<file path="config.mk">
export PLATFORM = sky130hd
export DESIGN_NAME = sysctl_regs
export DESIGN_NICKNAME = d
export VERILOG_FILES = /design/src/rtl/sysctl_pkg.sv /design/src/rtl/sysctl_rstsync.sv /design/src/rtl/sysctl_lanereg.sv /design/src/rtl/sysctl_irq.sv /design/src/rtl/sysctl_gpio.sv /design/src/rtl/sysctl_regs.sv
export SDC_FILE = /design/constraint.sdc
export NUM_CORES = 1
export LEC_CHECK = 0
export BUFFER_PORTS_ARGS = -buffer_cell sky130_fd_sc_hd__buf_2
export CAP_MARGIN = 20
export CELL_PAD_IN_SITES_DETAIL_PLACEMENT = 0
export CELL_PAD_IN_SITES_GLOBAL_PLACEMENT = 1
export CORE_UTILIZATION = 35
export DETAILED_ROUTE_END_ITERATION = 10
export GPL_TIMING_DRIVEN = 0
export PLACE_DENSITY_LB_ADDON = 0.1
export SLEW_MARGIN = 20
export SYNTH_ARGS = -nofsm -noshare
export SYNTH_HDL_FRONTEND = slang
export SYNTH_SLANG_ARGS = --single-unit
</file>
<file path="constraint.sdc">
create_clock -name clk -period 5.2 [get_ports clk]
set_clock_uncertainty 0.2 [all_clocks]
set_input_delay 1.04 -clock clk [delete_from_list [all_inputs] [get_ports clk]]
set_output_delay 1.04 -clock clk [all_outputs]
set_load 0.02 [all_outputs]
</file>
<file path="src/rtl/sysctl_pkg.sv">
package sysctl_pkg;
  localparam logic [7:0] OFS_REV   = 8'h08;
  localparam logic [7:0] OFS_STAT  = 8'h50;
  localparam logic [7:0] OFS_MASK  = 8'h52;
  localparam logic [7:0] OFS_DATA  = 8'h78;
  localparam logic [7:0] OFS_OE    = 8'h7C;
  localparam logic [7:0] OFS_CLK   = 8'h98;
  localparam logic [7:0] OFS_PLL2  = 8'h9A;
  localparam logic [7:0] OFS_PLL1  = 8'h9C;
  localparam int unsigned CLK_BYTES  = 2;
  localparam int unsigned PLL2_BYTES = 2;
  localparam int unsigned PLL1_BYTES = 4;
endpackage

</file>
<file path="src/rtl/sysctl_rstsync.sv">
module sysctl_rstsync (
  input  logic clk,
  input  logic rst_n,
  output logic rst_n_sync
);
  logic [1:0] sync_q;

  always_ff @(posedge clk or negedge rst_n) begin
    if (!rst_n) sync_q <= 2'b00;
    else        sync_q <= {sync_q[0], 1'b1};
  end

  assign rst_n_sync = sync_q[1];
endmodule

</file>
<file path="src/rtl/sysctl_lanereg.sv">
module sysctl_lanereg #(
  parameter int unsigned BYTES = 2,
  parameter logic [7:0]  BASE  = 8'h98
) (
  input  logic       clk,
  input  logic       rst_n,
  input  logic       we,
  input  logic       rd,
  input  logic [7:0] addr,
  input  logic [7:0] wdata,
  output logic [7:0] rdata,
  output logic       hit
);
  localparam int unsigned W = BYTES * 8;

  logic [W-1:0] val_q, val_d;
  logic         wr_hit;

  always_comb begin
    val_d  = val_q;
    rdata  = 8'h00;
    hit    = 1'b0;
    for (int i = 0; i < BYTES; i++) begin
      if (addr == 8'(BASE + 8'(i))) begin
        hit = 1'b1;
        if (we) val_d[i*8 +: 8] = wdata;
        if (rd) rdata = val_q[i*8 +: 8];
      end
    end
  end

  assign wr_hit = we & hit;

  always_ff @(posedge clk or negedge rst_n) begin
    if (!rst_n)      val_q <= '0;
    else if (wr_hit) val_q <= val_d;
  end

  p_lane_hold_r8: assert property (@(posedge clk) disable iff (!rst_n)
    !$past(wr_hit) |-> $stable(val_q));
endmodule

</file>
<file path="src/rtl/sysctl_irq.sv">
module sysctl_irq
  import sysctl_pkg::*;
#(
  parameter int unsigned NSRC = 8
) (
  input  logic            clk,
  input  logic            rst_n,
  input  logic            we,
  input  logic            rd,
  input  logic [7:0]      addr,
  input  logic [7:0]      wdata,
  input  logic [NSRC-1:0] sub_irq,
  output logic [7:0]      rdata,
  output logic            hit,
  output logic            irq_out
);
  logic [NSRC-1:0] stat_q, mask_q, mask_d;
  logic            mask_we;

  assign mask_we = we && (addr == OFS_MASK);

  always_comb begin
    mask_d = mask_q;
    if (mask_we) mask_d = wdata[NSRC-1:0];
  end

  always_ff @(posedge clk or negedge rst_n) begin
    if (!rst_n) begin
      stat_q <= '0;
      mask_q <= '0;
    end else begin
      stat_q <= sub_irq;
      if (mask_we) mask_q <= mask_d;
    end
  end

  assign irq_out = |(stat_q & mask_q);

  always_comb begin
    hit   = (addr == OFS_STAT) || (addr == OFS_MASK);
    rdata = 8'h00;
    if (rd && addr == OFS_STAT) rdata = 8'(stat_q);
    if (rd && addr == OFS_MASK) rdata = 8'(mask_q);
  end

  p_quiet_inputs_r4: assert property (@(posedge clk) disable iff (!rst_n)
    ($past(sub_irq) == '0) |-> !irq_out);
  p_mask_hold_r4: assert property (@(posedge clk) disable iff (!rst_n)
    !$past(mask_we) |-> $stable(mask_q));
endmodule

</file>
<file path="src/rtl/sysctl_gpio.sv">
module sysctl_gpio
  import sysctl_pkg::*;
#(
  parameter int unsigned PINS  = 16,
  parameter int unsigned LANES = 3
) (
  input  logic            clk,
  input  logic            rst_n,
  input  logic            we,
  input  logic            rd,
  input  logic [7:0]      addr,
  input  logic [7:0]      wdata,
  output logic [7:0]      rdata,
  output logic            hit,
  output logic [PINS-1:0] level,
  output logic [PINS-1:0] chg
);
  localparam int unsigned W = LANES * 8;

  logic [W-1:0]    dat_q, dat_d, oe_q, oe_d;
  logic [PINS-1:0] prev_q;
  logic            gp_we;

  always_comb begin
    dat_d = dat_q;
    oe_d  = oe_q;
    rdata = 8'h00;
    hit   = 1'b0;
    for (int i = 0; i < LANES; i++) begin
      if (addr == 8'(OFS_DATA + 8'(i))) begin
        hit = 1'b1;
        if (we) dat_d[i*8 +: 8] = wdata;
        if (rd) rdata = dat_q[i*8 +: 8];
      end
      if (addr == 8'(OFS_OE + 8'(i))) begin
        hit = 1'b1;
        if (we) oe_d[i*8 +: 8] = wdata;
        if (rd) rdata = oe_q[i*8 +: 8];
      end
    end
  end

  assign gp_we = we & hit;

  always_ff @(posedge clk or negedge rst_n) begin
    if (!rst_n) begin
      dat_q  <= '0;
      oe_q   <= '0;
      prev_q <= '0;
    end else begin
      if (gp_we) begin
        dat_q <= dat_d;
        oe_q  <= oe_d;
      end
      prev_q <= level;
    end
  end

  assign level = dat_q[PINS-1:0] & oe_q[PINS-1:0];
  assign chg   = level ^ prev_q;

  p_strobe_after_write_r7: assert property (@(posedge clk) disable iff (!rst_n)
    (chg != '0) |-> $past(gp_we));
  p_level_still_r7: assert property (@(posedge clk) disable iff (!rst_n)
    !$past(gp_we) |-> $stable(level));
endmodule

</file>
<file path="src/rtl/sysctl_regs.sv">
module sysctl_regs
  import sysctl_pkg::*;
#(
  parameter logic [7:0]  REV_ID     = 8'h03,
  parameter int unsigned GPIO_PINS  = 16,
  parameter int unsigned GPIO_LANES = 3,
  parameter int unsigned IRQ_SRCS   = 8
) (
  input  logic                 clk,
  input  logic                 rst_n,
  input  logic                 bus_sel,
  input  logic                 bus_wr,
  input  logic [7:0]           bus_addr,
  input  logic [7:0]           bus_wdata,
  output logic [7:0]           bus_rdata,
  input  logic [IRQ_SRCS-1:0]  sub_irq,
  output logic                 irq_out,
  output logic [GPIO_PINS-1:0] gpio_level,
  output logic [GPIO_PINS-1:0] gpio_chg
);
  localparam int unsigned NSTORE = 3;

  logic       rst_ns, we, rd, irq_hit, gp_hit, any_hit;
  logic [7:0] irq_rd, gp_rd, rev_rd;
  logic [7:0] st_rd  [NSTORE];
  logic       st_hit [NSTORE];

  sysctl_rstsync u_rst (.clk(clk), .rst_n(rst_n), .rst_n_sync(rst_ns));

  assign we = bus_sel & bus_wr;
  assign rd = bus_sel & ~bus_wr;

  sysctl_irq #(.NSRC(IRQ_SRCS)) u_irq (
    .clk(clk), .rst_n(rst_ns), .we(we), .rd(rd), .addr(bus_addr),
    .wdata(bus_wdata), .sub_irq(sub_irq), .rdata(irq_rd), .hit(irq_hit),
    .irq_out(irq_out));

  sysctl_gpio #(.PINS(GPIO_PINS), .LANES(GPIO_LANES)) u_gpio (
    .clk(clk), .rst_n(rst_ns), .we(we), .rd(rd), .addr(bus_addr),
    .wdata(bus_wdata), .rdata(gp_rd), .hit(gp_hit), .level(gpio_level),
    .chg(gpio_chg));

  for (genvar g = 0; g < NSTORE; g++) begin : g_store
    localparam logic [7:0]  BASE_G  = (g == 0) ? OFS_CLK : (g == 1) ? OFS_PLL2 : OFS_PLL1;
    localparam int unsigned BYTES_G = (g == 0) ? CLK_BYTES : (g == 1) ? PLL2_BYTES : PLL1_BYTES;
    sysctl_lanereg #(.BYTES(BYTES_G), .BASE(BASE_G)) u_reg (
      .clk(clk), .rst_n(rst_ns), .we(we), .rd(rd), .addr(bus_addr),
      .wdata(bus_wdata), .rdata(st_rd[g]), .hit(st_hit[g]));
  end

  assign rev_rd = (rd && bus_addr == OFS_REV) ? REV_ID : 8'h00;

  always_comb begin
    bus_rdata = rev_rd | irq_rd | gp_rd;
    any_hit   = irq_hit | gp_hit | (bus_addr == OFS_REV);
    for (int i = 0; i < NSTORE; i++) begin
      bus_rdata = bus_rdata | st_rd[i];
      any_hit   = any_hit | st_hit[i];
    end
  end

  p_unmapped_zero_r9: assert property (@(posedge clk) disable iff (!rst_ns)
    (rd && !any_hit) |-> (bus_rdata == 8'h00));
  p_idle_bus_zero_r9: assert property (@(posedge clk) disable iff (!rst_ns)
    !rd |-> (bus_rdata == 8'h00));
endmodule

</file>
==> metrics.log, run 1 <==
[metrics] average vias per placed instance: 5.20
[metrics] RSZ-0062 raised after global routing: no
[metrics] final-layout worst hold slack: 0.111 ns
[metrics] slowest library cell on the worst path: a2111oi_0
[metrics] share of synthesized area spent on multiplexers: 25.4%
[metrics] Final period util: 91.2%
[metrics] initial standard-cell utilization of the core: 36.2%
[metrics] Total Power Consumption: 2820 uW
[metrics] antenna diode instance count: 0
[metrics] required time of the worst setup path: 3.96 ns
[metrics] main combinational cell family by area after synthesis: multiplexers
[metrics] leakage power: 0.00410 uW
[metrics] wire length after detailed routing: 19.6 mm
[metrics] endpoints failing hold: 0
[metrics] critical-path cell list: buf_2, buf_2, buf_2, mux2i_1, nor2_1, a2111oi_0, o21ai_0, buf_2
[metrics] Area Growth Syn to Fin: 20.8%
[metrics] # hold bufs at CTS: 0
[metrics] classification of the worst-slack hold path: reg2async
[metrics] leading cell types in the layout, fill and taps excluded: 145 x dfrtp_1, 107 x mux2_2, 73 x buf_2, 27 x nand2_1, 23 x mux2i_1
[metrics] remaining max-slew budget at the tightest pin: between 30% and 40%
[metrics] per-instance average area after synthesis: 12.9 sq um
[metrics] antenna violations before repair: 0
[metrics] net count of the finished layout: 648
[metrics] # DRC: 0
[metrics] width of the die: 142 microns
[metrics] first-pass GRT wire length: a little over 30 mm
[metrics] sink count of the clock tree: roughly 150
[metrics] count of cells along the worst register-to-register path: 3
[metrics] # resized after CTS: 0
[metrics] FF+latch area: 0.00366 sq mm
[metrics] last weighted congestion value of the routability-driven placer: 0.815
[metrics] highest achievable clock rate: around 210 MHz
[metrics] y dimension of the die: 142 microns
[metrics] Total Die Area: slightly above 0.02 sq mm
[metrics] total placed cells including tap cells: 861
[metrics] I/O pins: 69
[metrics] Power Dens Cells: 340 mW/mm^2
[metrics] total area of multi-input combinational cells: 0.00305 sq mm
[metrics] data arrival time of the worst path: about 3.5 ns
[metrics] cells after synthesis: about 530
[metrics] total count of max-transition violations in the final report: 0
[metrics] portion of the post-synthesis area used by sequential elements: 53.2%
[metrics] final instance count without filler cells: approximately 890
[metrics] CP peak stage delay: 0.81 ns
[metrics] number of buffers added by the clock tree synthesis step: 17
[metrics] maximum root-to-sink buffer count: 2
[metrics] via count of the first global-routing pass: between 4,000 and 5,000
[metrics] remaining global-route overflow: 0
[metrics] fillcell total: 1,776
[metrics] post-synthesis register bit count: 146
[metrics] Clock Latency Late Sink: 0.42 ns
[metrics] total cell area at the placement stage: 0.00759 sq mm
[metrics] adder and majority gate portion of the synthesized area: 0%
[metrics] fraction of final layout cells with drive strength greater than 1: 40.0%
[metrics] H-Tree Depth: 4
[metrics] # port buffers: 66
[metrics] Slew @ Worst Pin: 0.929 ns
[metrics] outcome: complete, no violations
[metrics] total number of placement rows: 50
[metrics] count of yosys warnings during synthesis: 0
[metrics] Post-CTS Setup Bufs: 0
[metrics] cell mode on critical path: buf_2
[metrics] Final Setup Violations: 0
[metrics] Reg2Reg Capture Point: g_store[0].u_reg.val_q[2]
[metrics] Max rail drop VDD: about 0.00022 V
[metrics] wire per inst: 22.0 microns
[metrics] synthesized-area fraction occupied by xor and xnor cells: 2.04%
[metrics] area of all placed cells without fillers: 0.00830 sq mm
[metrics] biggest fanout along the worst timing path: 10
[metrics] detailed-placement wirelength estimate: 14.1 mm
[metrics] TritonCTS clock tree: yes
[metrics] largest net degree at the start of global routing: 44
[metrics] simple-gate portion of the synthesized area: 10.3%
[metrics] core area: 0.0190 sq mm
[metrics] Cell variety after synth: 49
[metrics] master cell of the clock root buffer: clkbuf_16
[metrics] post-synth net total: 560
[metrics] clock input transition at the sequential cells of the worst setup and hold paths: 0.06 ns
[metrics] DR iter-0 viols: 288
[metrics] cell area after technology mapping: 0.00687 sq mm
[metrics] WS Path Type: in2out
[metrics] Via Count: 4,635
[metrics] DRT Pass-1 Iters: 4
[metrics] antenna violation net count after detailed routing: 0
[metrics] kind of end point of the critical path: output port
[metrics] total routing resource utilization after global routing: 21.0%
[metrics] fraction of the mapped netlist area in compound gates: approximately 6.7%
[metrics] shortest period the worst path allows: 4.74 ns
[metrics] minimum setup slack among reg-to-reg paths: 3.57 ns
[metrics] launch point of the worst reg-to-reg path: u_rst.sync_q[1]
[metrics] most common cell after layout, fill and taps aside: dfrtp_1
[metrics] max cap viols: 0
[metrics] Startpoint Class: primary input
[final cells by class]
cell class / instances / share of cell area (%)
tap: 260 / 3.92
buffer: 29 / 1.75
multi-input combinational: 353 / 36.8
clock buffer: 22 / 5.84
timing repair buffer: 69 / 4.71
sequential: 146 / 44.1
clock inverter: 9 / 2.70
inverter: 4 / 0.181
[flip-flops by register name, summed over array words and instances (netlist names)]
name and count:
u_gpio.prev_q 16, u_irq.mask_q 8, u_rst.sync_q 2, u_gpio.oe_q 24, u_gpio.dat_q 24, u_irq.stat_q 8
g_store.u_reg.val_q 64
[worst max-delay path: cells and delay by family]
kind | cells | cell delay (ns)
buffers and inverters | 4 | 1.05
AOI/OAI and AO/OA | 2 | 1.08
and+or+nand+nor | 1 | 0.09
muxes | 1 | 0.23
[through the flow]
step	TNS, ns	setup slack [ns]	util [%]
floorplan	0	0.631	-
global placement	-155.19	-1.09	39.7
detailed placement	0	0.434	40.0
CTS	0	0.417	43.8
global route	0	0.110	43.8
finish	0	0.459	43.8
[how the worst max path moves through the flow]
| stage | from | to | slack [ns] | cells after the start |
|---|---|---|---|---|
| 6_report | bus_addr[1] | bus_rdata[2] | 0.46 | 8 |
| 5_1_grt | bus_addr[1] | bus_rdata[2] | 0.11 | 8 |
| 4_1_cts | bus_addr[1] | bus_rdata[2] | 0.42 | 8 |
| 3_5_place_dp | bus_addr[1] | bus_rdata[2] | 0.43 | 8 |
| 3_3_place_gp | u_rst.sync_q[1] | g_store[0].u_reg.val_q[5] | -1.09 | 0 |
| 2_1_floorplan | u_rst.sync_q[1] | g_store[0].u_reg.val_q[0] | 0.63 | 0 |
[power breakdown]
part	internal [uW]	switching [uW]	leakage, uW	total [uW]
Clock	998	468	0.000346	1470
Combinational	59.9	106	0.00176	166
Sequential	1170	23.0	0.00200	1190
[metal layers]
| layer | wire length (microns) | GRT usage (%) | part of all wire, % | vias to the layer above |
|---|---|---|---|---|
| li1 | - | - | - | 2119 |
| met1 | 9260 | 28.8 | 47 | 2387 |
| met2 | 8940 | 32.6 | 46 | 108 |
| met3 | 1030 | 4.98 | 5.3 | 21 |
| met4 | 395 | 7.30 | 2.0 | 0 |
| met5 | 0 | 0 | 0 | - |
[cell families after synthesis]
kind of cell    Yosys count
mux                     149
flops                   146
simple gates            118
compound gates           69
buf+inv                  33
xor+xnor                 16
other cells               1
[synth_stat cells (all sizes together)]
master	instances	area share, %
nor2	13	0.86
dfrtp	146	53
a21boi	2	0.22
o22ai	4	0.36
a21oi	11	0.80
nand2	27	1.5
or4	2	0.22
xor2	16	2.0
mux4	3	0.98
and3	1	0.091
mux2i	23	3.4
and3b	2	0.26
o211ai	4	0.44
nand2b	3	0.27
nor3b	2	0.22
o2bb2ai	1	0.13
nand4	4	0.36
a2111oi	1	0.13
nand3	13	1.2
nor2b	4	0.36
o2111ai	1	0.13
clkbuf	17	0.95
and2	18	1.6
nor4bb	1	0.15
nor4	2	0.62
buf	12	1.2
mux2	123	21
inv	4	0.22
o31ai	2	0.22
conb	1	0.055
o221ai	2	0.26
a221oi	7	0.89
a211oi	1	0.11
nor3	20	1.8
a311o	2	0.29
a22oi	12	1.3
o21ai	19	1.4
and4b	1	0.15
and4bb	2	0.36
or3	3	0.27
(Power assumes the default switching activity.)
==> inputs of run 2 (changes only) <==
- ABC_AREA: unset -> 1
==> run 2 against run 1 <==
Area after synthesis increased by 6.9%; largest power group unchanged; final cell count increased by 42%; die area increased by 6.8%; global-route usage increased by 3.6 points; register-to-register slack improved by 0.24 ns; fmax increased by 10%; sequential power about the same.
==> metrics.log, run 2 <==
[metrics] net count of the finished layout: 1,016 (+57%)
[metrics] antenna violation net count after detailed routing: 0 (unchanged)
[metrics] RSZ-0062 raised after global routing: no
[metrics] Primary FF master, synth: dfrtp_1
[metrics] count leader, synth: nand2_1
[metrics] wire length after detailed routing: 25.1 mm (+28%)
[metrics] post-synthesis register bit count: 146 (unchanged)
[metrics] leading cell types in the layout, fill and taps excluded: 253 x nand2_1, 145 x dfrtp_1, 95 x o21ai_0, 84 x buf_2, 82 x inv_1
[metrics] Final period util: 82.7% (-8.5 points)
[metrics] async set-or-reset flop fraction in the synthesized netlist: 100% (unchanged)
[metrics] final-layout worst hold slack: 0.102 ns (-0.00849 ns)
[metrics] H-Tree Depth: 4 (unchanged)
[metrics] area of all placed cells without fillers: 0.00873 sq mm (+5.2%)
[metrics] # resized after CTS: 0 (unchanged)
[metrics] shortest period the worst path allows: 4.30 ns (-0.443 ns)
[metrics] I/O pins: 69 (unchanged)
[metrics] TritonCTS clock tree: yes
[metrics] cells after synthesis: 898 (+69%)
[metrics] wire per inst: 19.8 microns (-10%)
[metrics] minimum setup slack after placement: 0.879 ns (+0.444 ns)
[metrics] portion of the post-synthesis area used by sequential elements: 49.7% (-3.5 points)
[metrics] kind of end point of the critical path: output port
[metrics] # hold bufs at CTS: 0 (unchanged)
[metrics] largest register by flop count: g_store.u_reg.val_q
[metrics] cells taking the most area after synthesis: dfrtp_1 50%, nand2_1 13%, o21ai_0 6.5%
[metrics] Total Power Consumption: 2690 uW (-4.6%)
[metrics] classification of the worst-slack hold path: reg2async
[metrics] antenna diode instance count: 0 (unchanged)
[metrics] share of the synthesized area in the top cell type: 49.7% (-3.5 points)
[metrics] outcome: complete, no violations
[metrics] total number of placement rows: 52 (+4.0%)
[metrics] Power Dens Cells: 308 mW/mm^2 (-9.4%)
[metrics] fillcell total: 2,116 (+19%)
[metrics] Via Count: 6,372 (+37%)
[metrics] Startpoint Class: primary input
[metrics] Total Die Area: 0.0216 sq mm (+6.8%)
[metrics] Final Setup Violations: 0 (unchanged)
[metrics] average vias per placed instance: 5.01 (-3.5%)
[metrics] DR iter-0 viols: 495 (+72%)
[metrics] total count of max-transition violations in the final report: 0 (unchanged)
[metrics] via count of the first global-routing pass: 6,292 (+28%)
[metrics] last weighted congestion value of the routability-driven placer: 0.872 (+6.9%)
[metrics] core area: 0.0204 sq mm (+7.8%)
[metrics] max cap viols: 0 (unchanged)
[metrics] y dimension of the die: 147 microns (+3.4%)
[metrics] Area Growth Syn to Fin: 18.9%
[metrics] top cell types by occurrence after synthesis: 253 x nand2_1, 146 x dfrtp_1, 95 x o21ai_0
[metrics] biggest regs: g_store.u_reg.val_q (64), u_gpio.dat_q (24), u_gpio.oe_q (24)
[metrics] FF+latch area: 0.00366 sq mm (unchanged)
[metrics] sink count of the clock tree: 146 (unchanged)
[metrics] cell type with the highest aggregate area in the netlist: dfrtp_1
[metrics] Max rail drop VDD: 0.000212 V (-4.1%)
[metrics] antenna violations before repair: 0 (unchanged)
[metrics] DRT Pass-1 Iters: 6 (+2)
[metrics] first-pass GRT wire length: 38.6 mm (+27%)
[metrics] clock input transition at the sequential cells of the worst setup and hold paths: 0.07 ns (about the same)
[metrics] highest achievable clock rate: 233 MHz (+10%)
[metrics] Cell variety after synth: 33 (-33%)
[metrics] data arrival time of the worst path: 3.06 ns (-0.44 ns)
[metrics] number of flops mapped to enable cells by yosys: 0 (unchanged)
[metrics] width of the die: 147 microns (+3.4%)
[metrics] total cell area at the placement stage: 0.00809 sq mm (+6.7%)
[metrics] Clock Latency Late Sink: 0.43 ns (about the same)
[metrics] leakage power: 0.00425 uW (+3.7%)
[metrics] most common cell after layout, fill and taps aside: nand2_1
[metrics] per-instance average area after synthesis: 8.18 sq um (-37%)
[metrics] number of buffers added by the clock tree synthesis step: 17 (unchanged)
[metrics] required time of the worst setup path: 3.96 ns (about the same)
[metrics] detailed-placement wirelength estimate: 18.1 mm (+28%)
[metrics] post-synth net total: 926 (+65%)
[metrics] # port buffers: 68 (+3.0%)
[metrics] Post-CTS Setup Bufs: 0 (unchanged)
[metrics] final critical-path setup slack: 0.901 ns (+0.443 ns)
[metrics] biggest fanout along the worst timing path: 10 (unchanged)
[metrics] remaining max-slew budget at the tightest pin: 32.4% (-4.0 points)
[metrics] Slew @ Worst Pin: 1.01 ns (+0.0847 ns)
[metrics] remaining global-route overflow: 0 (unchanged)
[metrics] maximum root-to-sink buffer count: 2 (unchanged)
[metrics] cell area after technology mapping: 0.00734 sq mm (+6.9%)
[metrics] WS Path Type: in2out
[metrics] initial standard-cell utilization of the core: 36.0% (-0.28 points)
[metrics] number of flip-flops under the largest register name: 64 (unchanged)
[metrics] endpoints failing hold: 0 (unchanged)
[metrics] master cell of the clock root buffer: clkbuf_16
[metrics] fraction of final layout cells with drive strength greater than 1: 19.7% (-20 points)
[metrics] largest net degree at the start of global routing: 44 (unchanged)
[metrics] total routing resource utilization after global routing: 24.6% (+3.6 points)
[metrics] # DRC: 0 (unchanged)
[metrics] total area of multi-input combinational cells: 0.00317 sq mm (+3.7%)
[metrics] setup TNS after final layout: 0 ns (unchanged)
[metrics] count of yosys warnings during synthesis: 0 (unchanged)
[run 2: cell types whose count changed in the layout (fill, tap and decap cells not counted), sizes merged, moves of 23 or more]
cell | previous run | this run
nor2 | 13 | 86
nand2 | 27 | 266
inv | 4 | 88
o21ai | 19 | 133
mux2 | 123 | 0
mux2i | 23 | 0
nand3 | 13 | 72
[run 2: worst paths after layout]
path / from / end / slack [ns] / cells after the start
setup / recovery: bus_sel / bus_rdata[5] / 0.90 / 11
hold / removal: u_rst.sync_q[1] / g_store[2].u_reg.val_q[5] / 0.10 / 0
setup reg to reg: u_rst.sync_q[1] / u_gpio.oe_q[12] / 3.81 / 2
hold reg to reg: u_rst.sync_q[1] / g_store[2].u_reg.val_q[5] / 0.10 / 0
max in group asynchronous: u_rst.sync_q[1] / u_gpio.oe_q[12] / 3.81 / 2
min in group clk: u_rst.sync_q[0] / u_rst.sync_q[1] / 0.15 / 0
[run 2: logic make-up after synthesis]
group	synth area share [%]
buf+inv	7.12
xor+xnor	1.91
other cells	0.0511
compound gates	12.1
simple gates	29.0
flops	49.7
[run 2: metrics by stage]
| step | instances | utilization, % |
|---|---|---|
| after floorplan | 898 | - |
| after global placement | 1236 | 39.3 |
| after detailed placement | 1239 | 39.6 |
| after CTS | 1271 | 42.7 |
| after global routing | 1271 | 42.7 |
| final | 1271 | 42.7 |
[run 2: worst max-delay path: stages]
cell and delay, ns:
buf_2 0.10, inv_1 0.06, nor2_4 0.30, clkbuf_1 0.62, nand2_1 0.12, inv_1 0.07, nand2_1 0.04, a21oi_1 0.31
nor2_1 0.14, nand2_1 0.10, buf_2 0.16
[run 2: routing by layer]
layer / up-vias / global-route usage (%) / routed length (microns)
li1: 3091 / - / -
met1: 3057 / 33.7 / 11500
met2: 197 / 39.0 / 11700
met3: 27 / 4.57 / 1280
met4: 0 / 8.39 / 654
met5: - / 0 / 0
[run 2: area by class of cell]
type | instances | share of cell area, %
Multi-Input combinational cell | 629 | 36.3
Tap cell | 270 | 3.87
Clock buffer | 20 | 5.23
Timing Repair Buffer | 71 | 4.67
Sequential cell | 146 | 41.9
Buffer | 37 | 2.29
Inverter | 86 | 3.70
Clock inverter | 12 | 2.06
[run 2: where the power goes]
part / switching, uW / internal, uW / total (uW)
Clock: 523 / 832 / 1350
Combinational: 119 / 36.2 / 155
Sequential: 20.7 / 1160 / 1180
==> inputs of run 3 (changes only) <==
- clock period: 5.2 -> 4.27 ns (I/O delays scaled with it)
==> run 3 against run 2 <==
Final cell count grew 0.16%; sequential power grew 21%; largest power group unchanged; non-clock buffer count grew 2; critical path type unchanged; first-iteration DRC count grew 7.7%; hold slack gained 0.011 ns.
==> metrics.log, run 3 (synthesis gave the netlist of run 2 again) <==
[metrics] fraction of final layout cells with drive strength greater than 1: 19.6% (-0.039 points)
[metrics] I/O pins: 69 (unchanged)
[metrics] Clk pwr share: 49.1% (-1.3 points)
[metrics] outcome: complete, no violations
[metrics] classification of the worst-slack hold path: reg2async
[metrics] biggest fanout along the worst timing path: 10 (unchanged)
[metrics] # DRC: 0 (unchanged)
[metrics] Max rail drop VDD: 0.000201 V (-5.2%)
[metrics] wire length after detailed routing: 25.3 mm (+0.51%)
[metrics] Area Growth Syn to Fin: 18.9% (about the same)
[metrics] master cell of the clock root buffer: clkbuf_16
[metrics] Post-CTS Setup Bufs: 0 (unchanged)
[metrics] wire per inst: 19.8 microns (+0.36%)
[metrics] required time of the worst setup path: 3.22 ns (-0.74 ns)
[metrics] largest net degree at the start of global routing: 49 (+11%)
[metrics] net switching fraction of the power: 25.5% (+0.89 points)
[metrics] Via Count: 6,410 (+0.60%)
[metrics] total count of max-transition violations in the final report: 0 (unchanged)
[metrics] fraction of power consumed by sequential logic: 44.7% (+0.8 points)
[metrics] number of buffers added by the clock tree synthesis step: 17 (unchanged)
[metrics] switching power: 817 uW (+23%)
[metrics] TritonCTS clock tree: yes
[metrics] Total Die Area: 0.0216 sq mm (unchanged)
[metrics] antenna violations before repair: 0 (unchanged)
[metrics] endpoints failing hold: 0 (unchanged)
[metrics] average vias per placed instance: 5.04 (+0.44%)
[metrics] clock input transition at the sequential cells of the worst setup and hold paths: 0.07 ns (about the same)
[metrics] initial standard-cell utilization of the core: 36.0% (unchanged)
[metrics] largest register by flop count: g_store.u_reg.val_q
[metrics] detailed-placement wirelength estimate: 18.3 mm (+1.2%)
[metrics] last weighted congestion value of the routability-driven placer: 0.872 (about the same)
[metrics] H-Tree Depth: 4 (unchanged)
[metrics] Final period util: approximately 92%
[metrics] shortest period the worst path allows: between 3 and 4 ns
[metrics] Internal: 2390 uW (+18%)
[metrics] final critical-path setup slack: 0.334 ns (-0.567 ns)
[metrics] DR iter-0 viols: 533 (+7.7%)
[metrics] Startpoint Class: primary input
[metrics] sink count of the clock tree: 146 (unchanged)
[metrics] y dimension of the die: 147 microns (unchanged)
[metrics] Slew @ Worst Pin: 1.08 ns (+0.0688 ns)
[metrics] RSZ-0062 raised after global routing: no
[metrics] most common cell after layout, fill and taps aside: nand2_1
[metrics] max cap viols: 0 (unchanged)
[metrics] Clock Latency Late Sink: 0.43 ns (about the same)
[metrics] total number of placement rows: 52 (unchanged)
[metrics] total cell area at the placement stage: 0.00811 sq mm (+0.19%)
[metrics] minimum setup slack after placement: 0.326 ns (-0.552 ns)
[metrics] kind of end point of the critical path: output port
[metrics] WS Path Type: in2out
[metrics] Final Setup Violations: 0 (unchanged)
[metrics] number of flip-flops under the largest register name: 64 (unchanged)
[metrics] net count of the finished layout: 1,018 (+0.20%)
[metrics] antenna diode instance count: 0 (unchanged)
[metrics] Comb power frac: 6.2% (+0.4 points)
[metrics] leading cell types in the layout, fill and taps excluded: 253 x nand2_1, 145 x dfrtp_1, 95 x o21ai_0, 84 x buf_2, 82 x inv_1
[metrics] setup TNS after final layout: 0 ns (unchanged)
[metrics] data arrival time of the worst path: 2.88 ns (-0.18 ns)
[metrics] via count of the first global-routing pass: 6,344 (+0.83%)
[metrics] biggest regs: g_store.u_reg.val_q (64), u_gpio.dat_q (24), u_gpio.oe_q (24)
[metrics] core area: 0.0204 sq mm (unchanged)
[metrics] # port buffers: 68 (unchanged)
[metrics] Power Dens Cells: 367 mW/mm^2 (+19%)
[metrics] total routing resource utilization after global routing: 25.0% (+0.41 points)
[metrics] # resized after CTS: 0 (unchanged)
[metrics] area of all placed cells without fillers: 0.00874 sq mm (about the same)
[metrics] antenna violation net count after detailed routing: 0 (unchanged)
[metrics] width of the die: 147 microns (unchanged)
[metrics] highest achievable clock rate: approximately 250 MHz
[metrics] remaining global-route overflow: 0 (unchanged)
[metrics] remaining max-slew budget at the tightest pin: 27.8% (-4.6 points)
[metrics] maximum root-to-sink buffer count: 2 (unchanged)
[metrics] leakage power: 0.00424 uW (-0.19%)
[metrics] first-pass GRT wire length: 39.2 mm (+1.6%)
[metrics] DRT Pass-1 Iters: 6 (unchanged)
run 3: cell count changes in the layout (fill, tap and decap cells not counted):
cell	before	now
buf_12	2	0
buf_16	1	3
bufinv_16	4	3
clkbuf_8	2	0
clkinv_2	2	1
clkinvlp_4	2	4
dlygate4sd3_1	0	2
inv_6	2	4
run 3: per-stage QoR:
stage	utilization [%]	power [uW]	hold WS [ns]	std cells
finish	42.8	3200	0.114	1273
global route	42.8	3310	0.147	1273
CTS	42.8	3230	0.130	1273
detailed placement	39.7	1660	-0.0462	1239
global placement	39.3	1650	0.135	1236
floorplan	-	1560	0.131	898
run 3: final timing paths:
| kind | startpoint | end | slack, ns | cells after the start |
|---|---|---|---|---|
| max | bus_sel | bus_rdata[5] | 0.33 | 11 |
| min | u_rst.sync_q[1] | g_store[2].u_reg.val_q[2] | 0.11 | 1 |
| max reg2reg | u_rst.sync_q[1] | u_gpio.oe_q[11] | 2.96 | 3 |
| min reg2reg | u_rst.sync_q[1] | g_store[2].u_reg.val_q[2] | 0.11 | 1 |
| max in group asynchronous | u_rst.sync_q[1] | u_gpio.oe_q[11] | 2.96 | 3 |
| min in group clk | u_rst.sync_q[0] | u_rst.sync_q[1] | 0.15 | 0 |
run 3: final cells by class:
class / instances / area (sq um)
fill: 2190 / 11700
sequential: 146 / 3660
multi-input combinational: 629 / 3170
timing repair buffer: 73 / 443
clock buffer: 18 / 429
tap: 270 / 338
inverter: 86 / 323
buffer: 37 / 200
clock inverter: 14 / 178
run 3: worst max-delay path, cell delays in order:
cell and delay [ns]:
buf_2 0.10, inv_1 0.06, nor2_4 0.31, clkbuf_1 0.63, nand2_1 0.11, inv_1 0.08, nand2_1 0.04, a21oi_1 0.27
nor2_1 0.15, nand2_1 0.10, buf_2 0.16
run 3: metal layers:
metal	track usage (%)	share of wire (%)
met3	4.16	3.9
met2	40.6	47
met5	0	0
met1	34.5	47
met4	6.72	2.0
run 3: timing repair:
| item | CTS | global route |
|---|---|---|
| endpoints found under the setup margin | 0 | 0 |
| endpoints found under the hold margin | 10 | 0 |
| hold buffers | 2 | 0 |
run 3: power groups by stage:
stage / Combinational, uW / Sequential (uW) / Clock (uW)
floorplan: 86.3 / 1470 / 0
global placement: 162 / 1480 / 0
detailed placement: 199 / 1460 / 0
CTS: 202 / 1430 / 1600
global route: 220 / 1430 / 1660
finish: 198 / 1430 / 1570
